## config.mk

```make
export PLATFORM = sky130hd
export DESIGN_NAME = reg_poll_engine
export DESIGN_NICKNAME = d
export VERILOG_FILES = /design/src/rtl/poll_pkg.sv /design/src/rtl/poll_ms_tick.sv /design/src/rtl/poll_budget_ctr.sv /design/src/rtl/poll_word_asm.sv /design/src/rtl/reg_poll_engine.sv
export SDC_FILE = /design/constraint.sdc
export NUM_CORES = 1
export LEC_CHECK = 0
export ABC_CLOCK_PERIOD_IN_PS = 3200
export BUFFER_PORTS_ARGS = -buffer_cell sky130_fd_sc_hd__buf_2
export CELL_PAD_IN_SITES_DETAIL_PLACEMENT = 1
export CELL_PAD_IN_SITES_GLOBAL_PLACEMENT = 1
export CORE_MARGIN = 2
export CORE_UTILIZATION = 46
export DETAILED_ROUTE_END_ITERATION = 8
export PLACE_DENSITY = 0.93
export SLEW_MARGIN = 20
export SYNTH_ARGS = -nofsm -noshare
export SYNTH_HDL_FRONTEND = slang
export SYNTH_SLANG_ARGS = --single-unit
```

## constraint.sdc

```tcl
create_clock -name clk -period 3.2 [get_ports clk]
set_clock_uncertainty 0.05 [all_clocks]
set_input_delay 0.16 -clock clk [delete_from_list [all_inputs] [get_ports clk]]
set_output_delay 0.16 -clock clk [all_outputs]
set_load 0.005 [all_outputs]
```

## src/rtl/poll_pkg.sv

```systemverilog
package poll_pkg;
  localparam int BYTE_W = 8;
  localparam int WORD_W = 16;

  typedef enum logic [1:0] {
    ST_IDLE = 2'd0,
    ST_READ = 2'd1,
    ST_GAP  = 2'd2,
    ST_DONE = 2'd3
  } poll_st_e;

  function automatic logic width_ok(input logic [2:0] w);
    return (w == 3'd1) || (w == 3'd2);
  endfunction

  function automatic logic masked_hit(input logic [WORD_W-1:0] v,
                                      input logic [WORD_W-1:0] m,
                                      input logic [WORD_W-1:0] e);
    return (v & m) == e;
  endfunction

  function automatic logic [WORD_W-1:0] join_word(input logic two,
                                                  input logic [BYTE_W-1:0] last_b,
                                                  input logic [BYTE_W-1:0] first_b);
    return two ? {last_b, first_b} : {{(WORD_W-BYTE_W){1'b0}}, last_b};
  endfunction
endpackage

```

## src/rtl/poll_ms_tick.sv

```systemverilog
module poll_ms_tick #(
  parameter int CLK_HZ = 50_000_000
) (
  input  logic clk,
  input  logic rst_n,
  output logic tick_o
);
  localparam int TICK_CYC = (CLK_HZ / 1000 < 1) ? 1 : CLK_HZ / 1000;
  localparam int CW = (TICK_CYC < 2) ? 1 : $clog2(TICK_CYC);

  logic [CW-1:0] cnt_q;

  assign tick_o = (cnt_q == CW'(TICK_CYC - 1));

  always_ff @(posedge clk or negedge rst_n) begin
    if (!rst_n)      cnt_q <= '0;
    else if (tick_o) cnt_q <= '0;
    else             cnt_q <= cnt_q + 1'b1;
  end
endmodule

```

## src/rtl/poll_budget_ctr.sv

```systemverilog
module poll_budget_ctr #(
  parameter int TW = 16
) (
  input  logic          clk,
  input  logic          rst_n,
  input  logic          clear_i,
  input  logic          run_i,
  input  logic          tick_i,
  input  logic [TW-1:0] limit_i,
  output logic          spent_o
);
  localparam logic [TW-1:0] SAT = '1;

  logic [TW-1:0] elapsed_q;

  assign spent_o = (elapsed_q >= limit_i);

  always_ff @(posedge clk or negedge rst_n) begin
    if (!rst_n)                                   elapsed_q <= '0;
    else if (clear_i)                             elapsed_q <= '0;
    else if (run_i && tick_i && elapsed_q != SAT) elapsed_q <= elapsed_q + 1'b1;
  end
endmodule

```

## src/rtl/poll_word_asm.sv

```systemverilog
module poll_word_asm
  import poll_pkg::*;
(
  input  logic              clk,
  input  logic              rst_n,
  input  logic              clear_i,
  input  logic              take_i,
  input  logic              two_i,
  input  logic [BYTE_W-1:0] byte_i,
  output logic              last_o,
  output logic [WORD_W-1:0] word_o
);
  logic              got_q;
  logic [BYTE_W-1:0] low_q;

  assign last_o = take_i && (!two_i || got_q);
  assign word_o = join_word(two_i, byte_i, low_q);

  always_ff @(posedge clk or negedge rst_n) begin
    if (!rst_n) begin
      got_q <= 1'b0;
      low_q <= '0;
    end else if (clear_i || last_o) begin
      got_q <= 1'b0;
    end else if (take_i) begin
      got_q <= 1'b1;
      low_q <= byte_i;
    end
  end
endmodule

```

## src/rtl/reg_poll_engine.sv

```systemverilog
module reg_poll_engine
  import poll_pkg::*;
#(
  parameter int CLK_HZ = 50_000_000,
  parameter int AW     = 8,
  parameter int TW     = 16
) (
  input  logic              clk,
  input  logic              rst_n,
  input  logic              start_i,
  input  logic [AW-1:0]     addr_i,
  input  logic [2:0]        width_i,
  input  logic [WORD_W-1:0] mask_i,
  input  logic [WORD_W-1:0] expect_i,
  input  logic [TW-1:0]     timeout_ms_i,
  output logic              rd_req_o,
  output logic [AW-1:0]     rd_addr_o,
  output logic [1:0]        rd_nbytes_o,
  input  logic              rd_ack_i,
  input  logic              rd_err_i,
  input  logic [BYTE_W-1:0] rd_byte_i,
  output logic              busy_o,
  output logic              done_o,
  output logic              ok_o,
  output logic              timeout_o,
  output logic              ioerr_o,
  output logic              badarg_o
);
  poll_st_e          st_q;
  logic [AW-1:0]     addr_q;
  logic              two_q;
  logic [WORD_W-1:0] mask_q;
  logic [WORD_W-1:0] exp_q;
  logic [TW-1:0]     tmo_q;
  logic              done_q, ok_q, tmo_flag_q, ioerr_q, bad_q;

  // named internal events
  logic              busy_w;
  logic              start_acc_w;
  logic              take_w;
  logic              abort_w;
  logic              tick_w;
  logic              read_end_w;
  logic              hit_w;
  logic              spent_w;
  logic [WORD_W-1:0] word_w;

  assign busy_w      = (st_q == ST_READ) || (st_q == ST_GAP);
  assign start_acc_w = start_i && !busy_w;
  assign abort_w     = (st_q == ST_READ) && rd_err_i;
  assign take_w      = (st_q == ST_READ) && rd_ack_i && !rd_err_i;
  assign hit_w       = masked_hit(word_w, mask_q, exp_q);

  poll_ms_tick #(.CLK_HZ(CLK_HZ)) u_tick (
    .clk    (clk),
    .rst_n  (rst_n),
    .tick_o (tick_w)
  );

  poll_budget_ctr #(.TW(TW)) u_budget (
    .clk     (clk),
    .rst_n   (rst_n),
    .clear_i (start_acc_w),
    .run_i   (busy_w),
    .tick_i  (tick_w),
    .limit_i (tmo_q),
    .spent_o (spent_w)
  );

  poll_word_asm u_asm (
    .clk     (clk),
    .rst_n   (rst_n),
    .clear_i (start_acc_w || abort_w),
    .take_i  (take_w),
    .two_i   (two_q),
    .byte_i  (rd_byte_i),
    .last_o  (read_end_w),
    .word_o  (word_w)
  );

  always_ff @(posedge clk or negedge rst_n) begin
    if (!rst_n) begin
      st_q       <= ST_IDLE;
      addr_q     <= '0;
      two_q      <= 1'b0;
      mask_q     <= '0;
      exp_q      <= '0;
      tmo_q      <= '0;
      done_q     <= 1'b0;
      ok_q       <= 1'b0;
      tmo_flag_q <= 1'b0;
      ioerr_q    <= 1'b0;
      bad_q      <= 1'b0;
    end else if (start_acc_w) begin
      addr_q     <= addr_i;
      two_q      <= (width_i == 3'd2);
      mask_q     <= mask_i;
      exp_q      <= expect_i;
      tmo_q      <= timeout_ms_i;
      ok_q       <= 1'b0;
      tmo_flag_q <= 1'b0;
      ioerr_q    <= 1'b0;
      if (width_ok(width_i)) begin
        st_q   <= ST_READ;
        done_q <= 1'b0;
        bad_q  <= 1'b0;
      end else begin
        st_q   <= ST_DONE;
        done_q <= 1'b1;
        bad_q  <= 1'b1;
      end
    end else begin
      case (st_q)
        ST_READ: begin
          if (abort_w) begin
            st_q    <= ST_DONE;
            done_q  <= 1'b1;
            ioerr_q <= 1'b1;
          end else if (read_end_w) begin
            if (hit_w) begin
              st_q   <= ST_DONE;
              done_q <= 1'b1;
              ok_q   <= 1'b1;
            end else if (spent_w) begin
              st_q       <= ST_DONE;
              done_q     <= 1'b1;
              tmo_flag_q <= 1'b1;
            end else begin
              st_q <= ST_GAP;
            end
          end
        end
        ST_GAP:  st_q <= ST_READ;
        default: st_q <= st_q;
      endcase
    end
  end

  assign rd_req_o    = (st_q == ST_READ);
  assign rd_addr_o   = addr_q;
  assign rd_nbytes_o = two_q ? 2'd2 : 2'd1;
  assign busy_o      = busy_w;
  assign done_o      = done_q;
  assign ok_o        = ok_q;
  assign timeout_o   = tmo_flag_q;
  assign ioerr_o     = ioerr_q;
  assign badarg_o    = bad_q;
endmodule

```

Yosys cells after proc, flatten, opt, wreduce, memory -nomap -nowiden
Cells that the tools add are included.
- $add $sub $neg: 2
- $mul: 0
- div/mod/pow operators: 0
- $lt $le $gt $ge: 1
- equality and inequality tests: 10
- shift operators: 0
- mux-type cells: 34
- bitwise logic cells: 2
- reduce and logical (&&, ||, !) cells: 31
- operator list (cell ; count):
    16-bit 2-to-1 mux ; 4
    16-bit by 1-bit adder with 16-bit output (second input constant) ; 2
    1-bit 2-to-1 mux ; 24
    16-bit bitwise AND ; 1
    16-bit equality test ; 1
    16-bit equality test (second input constant) ; 1
    16-bit greater-or-equal comparator ; 1
    16-bit != test (second input constant) ; 1
    2-bit nonzero test ; 7
    2-bit 2-to-1 mux ; 5
    1-bit logical AND ; 7
    2-bit AND reduction ; 3
    3-bit nonzero test ; 2
    1-bit logical OR ; 5
    5-bit AND reduction ; 1
    2-bit != test (second input constant) ; 2
    4-bit by 1-bit != test with 1-bit output (second input constant) ; 1
    2-bit one-hot mux with 2 select lines ; 1
    4-bit AND reduction ; 1
    4-bit nonzero test ; 1
    3-bit by 1-bit equality test with 1-bit output (second input constant) ; 1
    3-bit by 2-bit equality test with 1-bit output (second input constant) ; 1
    1-bit zero test ; 3
    3-bit AND reduction ; 1
    other kinds (3) ; 3
- bits in registers: 105
- bits in latches: 0
- memory bits (writable): 0
- ROM bits: 0
- bits of input ports: 72
- logic and storage cells: 95
- memories: 0

Longest topological paths before layout
- depth in word-level cells: 8
- gate-level depth with buffers: 8
- mapped depth without buffers: 8

By module
A second synthesis with hierarchy kept.
- cells, all modules: 584
- area total of the unflattened synthesis: 5396.4 µm²
- modules (own cells, without submodules) (module ; instances ; cells an instance ; area each (µm²)):
    reg_poll_engine ; 1 ; 318 ; 2752.6
    poll_budget_ctr ; 1 ; 157 ; 1315.0
    poll_ms_tick ; 1 ; 67 ; 762.0
    poll_word_asm ; 1 ; 42 ; 566.8

Worst setup path before layout
No wires, ideal clock.
- path kind: register to register
- from: register st_q[0]
- to: register u_asm.low_q[0]
- library setup time: 0.125 ns
- arrival time: 1.962 ns
- data required time: 3.025 ns
- path slack: 1.063 ns
- stages on the path, launching flop included: 6
- buffers on the path: 0
- clock period less this slack: 2.137 ns
- cell sequence: dfrtp_1 inv_1 ha_1 and2_0 nor4_2 mux2_2
- cells in the longest elaborated chain, start to end: 8
- elaborated cells between the ends (all ways): 13
- classes of those cells: eq/ne (2); bitwise (1); reduce/logical (10)
- ends and longest elaborated chain (item ; RTL line ; text):
    start, declared ; reg_poll_engine.sv:29 ; poll_st_e st_q;
    start signal, assigned ; reg_poll_engine.sv:134 ; default: st_q <= st_q;
    2-bit by 1-bit equality test with 1-bit output or 2-bit equality test (tied branches) ; reg_poll_engine.sv:48, reg_poll_engine.sv:50, reg_poll_engine.sv:51 ;
    1-bit logical OR ; reg_poll_engine.sv:48 ; assign busy_w = (st_q == ST_READ) || (st_q == ST_GAP);
    1-bit zero test ; reg_poll_engine.sv:49 ; assign start_acc_w = start_i && !busy_w;
    1-bit logical AND ; reg_poll_engine.sv:49 ;
    1-bit logical OR ; reg_poll_engine.sv:73 ; .clear_i (start_acc_w || abort_w),
    1-bit logical OR ; poll_word_asm.sv:23 ; end else if (clear_i || last_o) begin
    1-bit NOT (no line) ; n/a ;
    2-bit AND reduction (no line) (*) ; n/a ;
    end signal, assigned ; poll_word_asm.sv:27 ; low_q <= byte_i;
    end, declared ; poll_word_asm.sv:14 ; logic [BYTE_W-1:0] low_q;
Mark *: on every way between the ends. The rest lies on a longest branch, timed or not.
A chain may end at the register's enable or synchronous reset.

Worst setup path after layout
- from: register two_q
- to: register ok_q (netlist: ok_o)
- cells in the longest elaborated chain, start to end: 5
- elaborated cells between the ends (all ways): 9
- classes of those cells: eq/ne (1); mux (1); bitwise (1); reduce/logical (6)
- ends and longest elaborated chain (item ; RTL line ; text):
    start, declared ; reg_poll_engine.sv:31 ; logic two_q;
    start signal, assigned ; reg_poll_engine.sv:96 ; two_q <= (width_i == 3'd2);
    16-bit 2-to-1 mux or 1-bit zero test (tied branches) ; poll_pkg.sv:25, poll_word_asm.sv:16 ;
    16-bit bitwise AND or 1-bit logical OR (tied branches) ; poll_pkg.sv:19, poll_word_asm.sv:16 ;
    16-bit equality test or 1-bit logical AND (tied branches) ; poll_pkg.sv:19, poll_word_asm.sv:16 ;
    2-bit nonzero test (no line) ; n/a ;
    4-bit AND reduction (no line) (*) ; n/a ;
    end signal, assigned ; reg_poll_engine.sv:90 ; ok_q <= 1'b0;
    end signal, assigned ; reg_poll_engine.sv:100 ; ok_q <= 1'b0;
    end signal, assigned ; reg_poll_engine.sv:123 ; ok_q <= 1'b1;
    end, declared ; reg_poll_engine.sv:35 ; logic done_q, ok_q, tmo_flag_q, ioerr_q, bad_q;
Marked as above.

==> qor.yml <==
status: "completed"
path_max_fanout: 20
cts_tree: "yes"
syn2layout_area_growth_pct: 27.2
clk_pin_slew_ns: 0.08
place.gp.congestion: 0.874
dpl_worst_slack_ns: 0.785
portBuffers: 88
first_iter_violations: 343
grt_overflow: 0
timing.hold.worst.class: "in2reg"
synth_top_area_share_pct: 50.5
diodes: 0
worstPathRequired_ns: 3.41
wl_met1_mm: 7.08
nNetsFinal: 779
fin_tns_setup_ns: 0
ys_seq_area_share_pct: 50.5
std_cell_rows: 38
cts_made_buffers: 9
syn_area_sq_um: 5200
min_period_ns: 2.59
vias: 4756
path_class: "reg2reg"
synth_edf_count: 0
die_y_microns: 110
power_density_nw_per_um2: 793
firstDrtPassIters: 5
min_period_over_period_pct: 80.8
routed_via_density: 5.72
seq_area_sq_um: 2630
antenna_found_initial: 0
end_kind: "flop"
layout_setup_ws_ns: 0.613
cts_max_path_buffers: 2
max_freq_mhz: 387
drive_gt1_share_pct: 19.7
maxSlewHeadroom_pct: 38.2
htree_levels: 3
synthesis.nets: 644
synth-seq-cells: 105
dr_wl_met3_mm: 1.03
hold_viol: 0
initial_core_util_pct: 47.6
syn_inst: 551
multi_input_area_sq_um: 2390
cts_sinks: 105
critPathLaunchType: "flop"
cts_root_buf: "clkbuf_16"
p_leak_nw: 3.31
met2_length_mm: 9.53
die_x_microns: 110
hpwl_mm: 10.4
cts_setup_buffers: 0
yosys-top-cells-area: "dfrtp_1 (51%), nand2_1 (12%), ha_1 (5.1%), xor2_1 (3.9%), mux2_2 (3.5%)"
reg2reg_slack_ns: 0.61
setup_viol: 0
fillers: 1237
top_layer: "met4"
ys.flop_type: "dfrtp_1"
async_reset_ff_share_pct: 100
dieArea_sq_um: 12200
fp.coreArea_sq_um: 10900
grt_pass1_vias: 5272
cp.arrival_ns: 2.80
routed_wl_mm: 18.4
grt_first_pass_wirelength_mm: 28.9
rsz0062_at_grt: "false"
yosysWarnings: 0
tightest_slew_ns: 0.927
avgSynthCellArea_sq_um: 9.44
grt_util_all_layers_pct: 32.3
yosysUniqueCellTypes: 51
route.detailed.drc: 0
wl_per_cell_microns: 22.2
clkLatencyLatePin_ns: 0.36
max_cap_viol_count: 0
ioPinCount: 89
ant_nets: 0
synth_top_cell_by_area: "dfrtp_1"
irDropWorstVdd_mv: 0.438
grt_max_degree: 83
slew_viol_final: 0
[layer usage]
metal	track usage (%)	up-vias
met2	56.7	200
met3	6.64	58
met5	0	-
li1	-	2099
met1	36.9	2399
met4	17.6	0
[placed cells by master, fill, tap and decap left out, types with 2 or more instances in the layout]
cell / Yosys / routed
nor4_1: 2 / 2
and3_1: 11 / 11
clkbuf_16: 0 / 9
dfrtp_1: 105 / 105
clkinv_2: 0 / 2
buf_2: 2 / 87
nor3_1: 2 / 2
bufinv_16: 0 / 2
nand3_1: 18 / 18
and4_1: 3 / 3
and4bb_2: 2 / 2
a21oi_1: 9 / 9
o21ai_0: 24 / 24
xor2_1: 23 / 23
and2_2: 1 / 2
a211oi_1: 2 / 2
xnor2_1: 19 / 19
ha_1: 21 / 21
clkbuf_8: 0 / 2
a21o_1: 3 / 3
nand2b_1: 2 / 2
buf_4: 1 / 7
o31ai_1: 2 / 2
nor3b_1: 2 / 2
nand4_1: 11 / 11
a211o_1: 2 / 2
inv_1: 24 / 24
nand2_1: 168 / 168
nor2_1: 31 / 31
or3_1: 4 / 4
o22a_1: 2 / 2
dlygate4sd3_1: 0 / 51
mux2_2: 16 / 16
[cell type report]
type,instances,area share [%]
Inverter,24,1.36
Sequential cell,105,39.7
Timing Repair Buffer,145,15.1
Clock buffer,11,3.82
Tap cell,140,2.65
Clock inverter,5,1.17
Multi-Input combinational cell,401,36.2
[cell families after synthesis]
group           count (synthesis)  synth area share (%)
simple gates                  268                  23.8
mux                            17                  3.66
xor+xnor                       42                  7.07
compound gates                 53                  6.35
buf+inv                        45                  3.51
fa+ha+maj                      21                  5.05
flops                         105                  50.5
[critical path, cell delays in order (launching register included)]
cell and delay (ns):
dfrtp_1 0.95, mux2_2 0.43, nand2_1 0.09, xnor2_1 0.10, nor4_1 0.35, nand3_1 0.24, o31ai_1 0.27
[where the power goes]
part           internal, W  switching (W)  total (W)
clock network     0.000728       0.000535    0.00126
logic             0.000693        0.00118    0.00187
registers          0.00177       0.000344    0.00211
total              0.00319        0.00206    0.00525
[sequential cells by signal (all words and copies together), names as in the netlist]
name,count
ioerr_o,1
tmo_q,16
st_q,2
u_asm.low_q,8
u_budget.elapsed_q,16
u_tick.cnt_q,16
exp_q,16
two_q,1
mask_q,16
u_asm.got_q,1
timeout_o,1
done_o,1
badarg_o,1
rd_addr_o,8
ok_o,1
[through the flow]
| step | utilization [%] | hold slack (ns) | cells | power (W) | cell area [sq um] |
|---|---|---|---|---|---|
| after floorplan | - | -0.186 | 551 | 0.00315 | 5200 |
| after global placement | 52.8 | 0.237 | 764 | 0.00357 | 5770 |
| after detailed placement | 52.8 | 0.235 | 764 | 0.00375 | 5770 |
| after CTS | 60.4 | 0.00461 | 830 | 0.00511 | 6600 |
| after global routing | 60.5 | 0.0181 | 831 | 0.00553 | 6610 |
| final | 60.5 | 0.00527 | 831 | 0.00525 | 6610 |
[synth_stat cells, drive strengths merged (2+ instances only)]
library cell,n
nand2,168
dfrtp,105
nor2,31
o21ai,25
inv,24
xor2,23
ha,21
xnor2,19
nand3,18
clkbuf,17
mux2,16
nand4,12
and3,11
a21oi,9
buf,4
nor4,4
or3,4
a211oi,3
a21o,3
and2,3
and4,3
a211o,2
and4bb,2
nand2b,2
nor3,2
nor3b,2
o22a,2
o31ai,2
or4b,2
[path summary, 6_finish.rpt]
path	from	end	cells after the start
max	two_q	ok_o	6
min	mask_i[12]	mask_q[12]	3
max reg2reg	two_q	ok_o	6
min reg2reg	rd_addr_o[0]	rd_addr_o[0]	2
max in group asynchronous	rst_n	u_tick.cnt_q[3]	3
min in group asynchronous	rst_n	mask_q[13]	2
[what timing repair did]
item,in CTS,in global routing
gates resized for setup,0,0
endpoints found under the hold margin,107,1
hold buffers,50,1
Note: power is estimated with default switching activity, not from simulation.
